--- config.mk ---
export PLATFORM = sky130hd
export DESIGN_NAME = insn_len_decoder
export DESIGN_NICKNAME = d
export VERILOG_FILES = /design/src/rtl/ild_pkg.sv /design/src/rtl/ild_prefix_class.sv /design/src/rtl/ild_opc_attr.sv /design/src/rtl/insn_len_decoder.sv
export SDC_FILE = /design/constraint.sdc
export NUM_CORES = 1
export LEC_CHECK = 0
export ABC_AREA = 1
export ABC_CLOCK_PERIOD_IN_PS = 6800
export BUFFER_PORTS_ARGS = -buffer_cell sky130_fd_sc_hd__buf_2
export CAP_MARGIN = 40
export CORE_ASPECT_RATIO = 0.7
export CORE_UTILIZATION = 35
export DETAILED_ROUTE_END_ITERATION = 6
export SYNTH_ARGS = -nofsm -noshare
export SYNTH_HDL_FRONTEND = slang
export SYNTH_HIERARCHICAL = 1
export SYNTH_SLANG_ARGS = --single-unit
--- constraint.sdc ---
create_clock -name clk -period 6.8 [get_ports clk]
set_clock_uncertainty 0.05 [all_clocks]
set_input_delay 0.34 -clock clk [delete_from_list [all_inputs] [get_ports clk]]
set_output_delay 0.34 -clock clk [all_outputs]
set_load 0.1 [all_outputs]
--- src/rtl/ild_pkg.sv ---
package ild_pkg;

    localparam int PFX_W    = 6;
    localparam int PFX_SEG  = 0;
    localparam int PFX_OPSZ = 1;
    localparam int PFX_ADSZ = 2;
    localparam int PFX_LOCK = 3;
    localparam int PFX_REP  = 4;
    localparam int PFX_REPN = 5;

    typedef enum logic [2:0] {
        ST_HEAD  = 3'd0,
        ST_MODRM = 3'd1,
        ST_SIB   = 3'd2,
        ST_DISP  = 3'd3,
        ST_IMM   = 3'd4,
        ST_DONE  = 3'd5
    } ild_state_e;

    typedef enum logic [1:0] {
        IMM_NONE = 2'd0,
        IMM_B1   = 2'd1,
        IMM_B2   = 2'd2,
        IMM_OPSZ = 2'd3
    } imm_kind_e;

    typedef enum logic [1:0] {
        REL_NONE = 2'd0,
        REL_B1   = 2'd1,
        REL_B4   = 2'd2
    } rel_kind_e;

    typedef struct packed {
        logic      has_modrm;
        imm_kind_e imm;
        rel_kind_e rel;
    } opc_attr_t;

endpackage

--- src/rtl/ild_prefix_class.sv ---
module ild_prefix_class
    import ild_pkg::*;
(
    input  logic [7:0]       byte_i,
    output logic             is_pfx_o,
    output logic [PFX_W-1:0] flag_o
);
    always_comb begin
        flag_o = '0;
        unique case (byte_i)
            8'h26, 8'h2E, 8'h36, 8'h3E, 8'h64, 8'h65: flag_o[PFX_SEG] = 1'b1;
            8'h66: flag_o[PFX_OPSZ] = 1'b1;
            8'h67: flag_o[PFX_ADSZ] = 1'b1;
            8'hF0: flag_o[PFX_LOCK] = 1'b1;
            8'hF3: flag_o[PFX_REP]  = 1'b1;
            8'hF2: flag_o[PFX_REPN] = 1'b1;
            default: flag_o = '0;
        endcase
        is_pfx_o = |flag_o;
    end
endmodule

--- src/rtl/ild_opc_attr.sv ---
module ild_opc_attr
    import ild_pkg::*;
(
    input  logic [7:0] opc_i,
    output opc_attr_t  attr_o
);
    always_comb begin
        attr_o = '{has_modrm: 1'b0, imm: IMM_NONE, rel: REL_NONE};
        if (opc_i <= 8'h03 || (opc_i >= 8'h88 && opc_i <= 8'h8B)) begin
            attr_o.has_modrm = 1'b1;
        end else if (opc_i >= 8'hB8 && opc_i <= 8'hBF) begin
            attr_o.imm = IMM_OPSZ;
        end else begin
            unique case (opc_i)
                8'h04, 8'h6A: attr_o.imm = IMM_B1;
                8'h05, 8'h68: attr_o.imm = IMM_OPSZ;
                8'h80, 8'h83, 8'hC6: begin
                    attr_o.has_modrm = 1'b1;
                    attr_o.imm       = IMM_B1;
                end
                8'h81, 8'hC7: begin
                    attr_o.has_modrm = 1'b1;
                    attr_o.imm       = IMM_OPSZ;
                end
                8'hC2: attr_o.imm = IMM_B2;
                8'hE8, 8'hE9: attr_o.rel = REL_B4;
                8'hEB: attr_o.rel = REL_B1;
                default: ;
            endcase
        end
    end
endmodule

--- src/rtl/insn_len_decoder.sv ---
module insn_len_decoder
    import ild_pkg::*;
#(
    parameter int MAX_LEN = 15,
    localparam int LEN_W  = $clog2(MAX_LEN + 1)
) (
    input  logic             clk,
    input  logic             rst_n,
    input  logic             in_valid,
    input  logic [7:0]       in_byte,
    output logic             in_ready,
    output logic             out_valid,
    input  logic             out_ready,
    output logic [PFX_W-1:0] out_prefix,
    output logic [7:0]       out_opcode,
    output logic             out_has_modrm,
    output logic [7:0]       out_modrm,
    output logic             out_has_sib,
    output logic [7:0]       out_sib,
    output logic [31:0]      out_disp,
    output logic [31:0]      out_imm,
    output logic [LEN_W-1:0] out_len,
    output logic             out_fault
);
    typedef struct packed {
        ild_state_e       st;
        logic [PFX_W-1:0] pfx;
        logic [7:0]       opc;
        logic             hm;
        logic [7:0]       modrm;
        logic             hs;
        logic [7:0]       sib;
        logic [31:0]      disp;
        logic [31:0]      imm;
        logic [2:0]       dleft;
        logic [2:0]       ileft;
        logic [1:0]       idx;
        logic             d8;
        logic [LEN_W-1:0] len;
        logic             fault;
    } regs_t;

    regs_t r_d, r_q;

    logic             pfx_hit;
    logic [PFX_W-1:0] pfx_flag;
    opc_attr_t        attr;

    ild_prefix_class u_pfx (.byte_i(in_byte), .is_pfx_o(pfx_hit), .flag_o(pfx_flag));
    ild_opc_attr     u_attr (.opc_i(in_byte), .attr_o(attr));

    function automatic ild_state_e after_fields(logic [2:0] dl, logic [2:0] il);
        if (dl != '0)      return ST_DISP;
        else if (il != '0) return ST_IMM;
        else               return ST_DONE;
    endfunction

    logic             take;
    logic [LEN_W-1:0] len_n;
    ild_state_e       target;

    always_comb begin
        r_d    = r_q;
        take   = in_valid && in_ready;
        len_n  = r_q.len + 1'b1;
        target = r_q.st;

        unique case (r_q.st)
            ST_HEAD: begin
                if (pfx_hit) begin
                    r_d.pfx = r_q.pfx | pfx_flag;
                    target  = ST_HEAD;
                end else begin
                    r_d.opc = in_byte;
                    r_d.hm  = attr.has_modrm;
                    unique case (attr.imm)
                        IMM_B1:   r_d.ileft = 3'd1;
                        IMM_B2:   r_d.ileft = 3'd2;
                        IMM_OPSZ: r_d.ileft = r_q.pfx[PFX_OPSZ] ? 3'd2 : 3'd4;
                        default:  r_d.ileft = 3'd0;
                    endcase
                    unique case (attr.rel)
                        REL_B1:  r_d.dleft = 3'd1;
                        REL_B4:  r_d.dleft = 3'd4;
                        default: r_d.dleft = 3'd0;
                    endcase
                    r_d.d8 = (attr.rel == REL_B1);
                    target = attr.has_modrm ? ST_MODRM : after_fields(r_d.dleft, r_d.ileft);
                end
            end
            ST_MODRM: begin
                r_d.modrm = in_byte;
                unique case (in_byte[7:6])
                    2'd1:    r_d.dleft = 3'd1;
                    2'd2:    r_d.dleft = 3'd4;
                    2'd0:    r_d.dleft = (in_byte[2:0] == 3'd5) ? 3'd4 : 3'd0;
                    default: r_d.dleft = 3'd0;
                endcase
                r_d.d8 = (in_byte[7:6] == 2'd1);
                if (in_byte[7:6] != 2'd3 && in_byte[2:0] == 3'd4) begin
                    r_d.hs = 1'b1;
                    target = ST_SIB;
                end else begin
                    target = after_fields(r_d.dleft, r_q.ileft);
                end
            end
            ST_SIB: begin
                r_d.sib = in_byte;
                if (r_q.modrm[7:6] == 2'd0 && in_byte[2:0] == 3'd5) r_d.dleft = 3'd4;
                target = after_fields(r_d.dleft, r_q.ileft);
            end
            ST_DISP: begin
                r_d.disp[{r_q.idx, 3'b000} +: 8] = in_byte;
                r_d.dleft = r_q.dleft - 1'b1;
                if (r_q.dleft == 3'd1) begin
                    if (r_q.d8) r_d.disp[31:8] = {24{in_byte[7]}};
                    target = after_fields(3'd0, r_q.ileft);
                end else begin
                    target = ST_DISP;
                end
            end
            ST_IMM: begin
                r_d.imm[{r_q.idx, 3'b000} +: 8] = in_byte;
                r_d.ileft = r_q.ileft - 1'b1;
                target    = (r_q.ileft == 3'd1) ? ST_DONE : ST_IMM;
            end
            default: target = ST_DONE;
        endcase

        if (r_q.st == ST_DONE) begin
            r_d = r_q;
            if (out_ready) r_d = '0;
        end else if (!take) begin
            r_d = r_q;
        end else begin
            r_d.len = len_n;
            r_d.idx = (target == r_q.st) ? r_q.idx + 1'b1 : 2'd0;
            if (target != ST_DONE && len_n == LEN_W'(MAX_LEN)) begin
                r_d.st    = ST_DONE;
                r_d.fault = 1'b1;
            end else begin
                r_d.st = target;
            end
        end
    end

    always_ff @(posedge clk) begin
        if (!rst_n) r_q <= '0;
        else        r_q <= r_d;
    end

    assign in_ready      = (r_q.st != ST_DONE);
    assign out_valid     = (r_q.st == ST_DONE);
    assign out_prefix    = r_q.pfx;
    assign out_opcode    = r_q.opc;
    assign out_has_modrm = r_q.hm;
    assign out_modrm     = r_q.modrm;
    assign out_has_sib   = r_q.hs;
    assign out_sib       = r_q.sib;
    assign out_disp      = r_q.disp;
    assign out_imm       = r_q.imm;
    assign out_len       = r_q.len;
    assign out_fault     = r_q.fault;

    p_hold_r2: assert property (@(posedge clk) disable iff (!rst_n)
        out_valid && !out_ready |=> out_valid && $stable(out_len) && $stable(out_disp)
            && $stable(out_imm) && $stable(out_prefix) && $stable(out_opcode));

    p_release_r2: assert property (@(posedge clk) disable iff (!rst_n)
        out_valid && out_ready |=> !out_valid && in_ready);

    p_len_range_r10: assert property (@(posedge clk) disable iff (!rst_n)
        out_valid |-> out_len != '0 && out_len <= LEN_W'(MAX_LEN));

    p_fault_len_r11: assert property (@(posedge clk) disable iff (!rst_n)
        out_valid && out_fault |-> out_len == LEN_W'(MAX_LEN));

    p_sib_cond_r6: assert property (@(posedge clk) disable iff (!rst_n)
        out_valid && !out_fault && out_has_sib |->
            out_has_modrm && out_modrm[7:6] != 2'd3 && out_modrm[2:0] == 3'd4);

    p_sext_r8: assert property (@(posedge clk) disable iff (!rst_n)
        out_valid && !out_fault && out_has_modrm && out_modrm[7:6] == 2'd1 |->
            out_disp[31:8] == {24{out_disp[7]}});

endmodule

==> results.txt <==
* Multi-input logic area: between 3000 and 4000 um^2
- In this design, the critical path's most frequently occurring cell is sky130_fd_sc_hd__nand2_1.
- Maximum frequency from static timing analysis: slightly below 400 MHz
* # hold bufs at CTS: 0
- Global routing finished with a remaining overflow of 0.
- The die covers approximately 20000 um^2.
- In the final design database the tool counted about 1000 nets.
- Placeable Area: 18310 um^2
- Post-layout instance area: a little over 7000 um^2
* Number of synthesized flops with an enable pin: 0
- After filler insertion, the fill cell instance count of the layout stands at 1928.
* Maximum vdd ir drop: 0.1725 mV
- Summed over all layers, the routed wires come to 18.71 mm.
- CTS sink cnt: 113
- Dividing total power by cell area gives a power density of 272.4 nW/um^2.
- Headroom to the max-slew limit came out at 0.4043.
* Switching Power: 672.8 uW
- Cts repair resizes: 0
* Primary flip-flop cell chosen by synthesis mapping: sky130_fd_sc_hd__dfxtp_1
- The analysis attributes to cell leakage a power of 3.339 nW.
- The repair_antennas step left the layout with diodes totalling 0.
* Final ANT Viol Nets: 0
- During I/O placement, the number of pins put on the boundary was 115.
- The library cells used most frequently in the layout, excluding fill and tap cells, are sky130_fd_sc_hd__nand2_1, sky130_fd_sc_hd__buf_2, sky130_fd_sc_hd__dfxtp_1.
- In the final layout, the share of cells above drive strength 1 is 0.2075.
* Yosys synthesis warning count: 6
- Number of standard cells after synthesis: about 980
- For this run, asynchronously set or reset flops after synthesis account for 0.
- Element type at the critical path start: register
- Clock network power share: 0.441
- Library cells used by synthesis: 40
* Setup TNS: 0 ns
- Relative to the synthesized area, the layout overhead comes to 8.586%.
- Root buf cell: sky130_fd_sc_hd__clkbuf_16
* Critical path, cell by cell: inv_1, ha_1, nor3_2, nand2_1, a31oi_1, nand2_1, a21oi_1
- WL per Instance: 15.22 um
- The share of total power dissipated in sequential elements is 0.360.
- Arrival time of the worst setup path: approximately 2.8 ns
* Die Ht: between 100 and 150 um
- Transition time at the pin with the least slew margin: 0.8886 ns
- Via Count: roughly 6200
- The critical path is of the reg -> reg type.
- Number of buffer and inverter stages on the critical path: 1
- CTS max path bufs: 2
* Total number of H-tree levels: 4
- Sequential standard cell area: 2262 um^2
- Post-CTS setup buffer count: 0
- The worst setup path is captured at a register.
- Avg Synthesized Cell Area: between 6 and 7 um^2
- For this run, design rule violations remaining after detail routing come to 0.
* Cell type group with the largest total delay on the critical path: simple AND/OR/NAND/NOR gates
* Initial antenna violation count: 0
- Quantity of I/O buffers inserted on ports: 114
* GRT Util Overall: 0.1938
- Die X-Extent: 167.0 um
- Cell Rows: 41
- Final max-slew violation count: 0
- Launch point of the worst hold path: out_ready
* Start of the worst register-to-register path: r_q[6]$_SDFFE_PN0P_
- For this configuration, the core starts out at a cell density of 0.3644.
* Clock-pin slew on the worst setup and hold paths: 0.05 ns
* Pin count of the biggest net entering global routing: 44
* First-pass iteration count of the detailed router: 6
- When the netlist entered floorplanning its net count stood at between 1000 and 1500.
- The cell area that synthesis handed to floorplanning was 6674 um^2.
- Dividing the final minimum period by the clock period gives 0.3744.
- Clock insertion delay at the later pin of the skew report: 0.41 ns
* Clock period minus worst slack: around 2.5 ns
- The slowest stage of the critical path is the sky130_fd_sc_hd__nor3_2 cell.
- In this run the register-to-register setup slack is 4.25 ns.
- Setup repair after global routing left no endpoint under its margin.
- Max-cap violations: 0
- Worst Hold Slack: 0.3152 ns
* Register area share after synthesis: 0.3390
- The first global-routing pass estimated ~30 mm of wire.
- After synthesis the netlist holds a flip-flop and latch count of about 110.
- Total CTS buffers: 17
- The wire-length estimate of the detail-placed layout is about 13 mm.
- Number of global-route vias before repair: approximately 5500
- In this run the cell area measured after placement is 6675 um^2.
- Slowest stage delay, CP: 0.76 ns
* Setup violators final: 0
- The congestion estimate from routability-driven global placement came to between 0.9 and 1.
- Of the total power, combinational logic draws 0.199.
* Required time at the endpoint of the critical path: 7.09 ns
* Switching Share: 0.3408
* Worst setup path startpoint: r_q[6]$_SDFFE_PN0P_
- The run finished with clean final reports.
* Average via count per standard cell: 5.015
- TritonCTS built the clock tree.
- Worst-path maximum fanout: 16
- The number of hold violations in the final report came to 0.
* Detailed Route Iter0 Violations: 660
- The internal portion of the total power is 1.301 mW.
- Most common cell after layout, fill and taps aside: sky130_fd_sc_hd__nand2_1
- The worst hold path belongs to the class in -> reg.
==> power by group through the flow <==
stage / clock network (mW) / registers [mW] / logic [mW]
floorplan: 0 / 0.717 / 0.342
global placement: 0 / 0.724 / 0.389
detailed placement: 0 / 0.724 / 0.390
CTS: 0.887 / 0.710 / 0.391
global route: 0.917 / 0.714 / 0.428
finish: 0.870 / 0.711 / 0.394
==> state kept, by name, indices dropped and copies added (netlist names) <==
register       cells
r_q               12
out_opcode         8
out_has_modrm      1
out_modrm          8
out_prefix         6
out_sib            8
out_imm           32
out_has_sib        1
out_len            4
out_disp          32
out_fault          1
==> layer usage <==
metal	track usage	vias up	part of all wire
met4	0.05671	0	0.0088
met5	0	-	0
li1	-	3101	-
met1	0.2956	2782	0.52
met2	0.2644	267	0.39
met3	0.04405	14	0.074
==> stage by stage <==
step	total power, mW	utilization	setup WS [ns]	cells
after floorplan	1.059	-	4.559	977
after global placement	1.113	0.3633	4.304	1195
after detailed placement	1.115	0.3645	4.283	1197
after CTS	1.988	0.3957	4.274	1229
after global routing	2.058	0.3957	3.956	1229
final	1.974	0.3957	4.254	1229
==> cell families after synthesis <==
| group | share of synthesized area |
|---|---|
| buffers and inverters | 0.1871 |
| adders and majority gates | 0.02437 |
| and+or+nand+nor | 0.2887 |
| xor gates and xnor gates | 0.003938 |
| AOI/OAI and AO/OA | 0.1569 |
| DFF | 0.3390 |
==> cell usage after synthesis (2+ instances only) <==
library cell	instances	area [um^2]
sky130_fd_sc_hd__nand3_1	51	255.2
sky130_fd_sc_hd__a211oi_1	3	22.52
sky130_fd_sc_hd__nand2_2	8	50.05
sky130_fd_sc_hd__o221ai_1	2	17.52
sky130_fd_sc_hd__nand4_1	23	143.9
sky130_fd_sc_hd__inv_2	17	63.81
sky130_fd_sc_hd__buf_4	100	750.7
sky130_fd_sc_hd__buf_2	13	65.06
sky130_fd_sc_hd__ha_1	13	162.7
sky130_fd_sc_hd__nor3_1	3	15.01
sky130_fd_sc_hd__nand2_4	3	33.78
sky130_fd_sc_hd__xnor2_1	2	17.52
sky130_fd_sc_hd__o211a_1	8	80.08
sky130_fd_sc_hd__clkbuf_1	19	71.32
sky130_fd_sc_hd__nor2_2	11	68.82
sky130_fd_sc_hd__a21oi_1	93	465.5
sky130_fd_sc_hd__inv_4	2	12.51
sky130_fd_sc_hd__nand2_1	244	915.9
sky130_fd_sc_hd__o21ai_0	40	200.2
sky130_fd_sc_hd__inv_1	69	259.0
sky130_fd_sc_hd__dfxtp_1	113	2262
sky130_fd_sc_hd__o21ai_2	2	17.52
sky130_fd_sc_hd__a31oi_1	25	156.4
sky130_fd_sc_hd__nor2_1	82	307.8
sky130_fd_sc_hd__a21oi_2	2	17.52
sky130_fd_sc_hd__nand3_2	4	40.04
sky130_fd_sc_hd__nor2_4	3	33.78
sky130_fd_sc_hd__clkinv_1	3	11.26
sky130_fd_sc_hd__nor3_2	3	30.03
sky130_fd_sc_hd__o21ai_1	6	30.03
==> worst min-delay path, delay by kind of cell <==
family	cells	cell delay (ns)
AO/OA/AOI/OAI	2	0.18
buffers and inverters	1	0.13
AND/OR/NAND/NOR	1	0.08
==> final cells by class <==
class,count,share of cell area
repair buffers,118,0.08391
flip-flops and latches,113,0.3122
clock inverters,13,0.01916
clock buffers,19,0.05974
inverters,91,0.04782
well taps,236,0.04075
multi-input cells,639,0.4365
==> worst paths after layout <==
path	depth (start not counted)	endpoint
hold / removal	4	out_sib[6]$_SDFFE_PN0P_
hold reg to reg	2	out_prefix[2]$_SDFFE_PN0P_
setup / recovery	7	out_disp[30]$_SDFFE_PN0P_
setup reg to reg	7	out_disp[30]$_SDFFE_PN0P_
No activity file was read; power rests on OpenSTA's default activity.
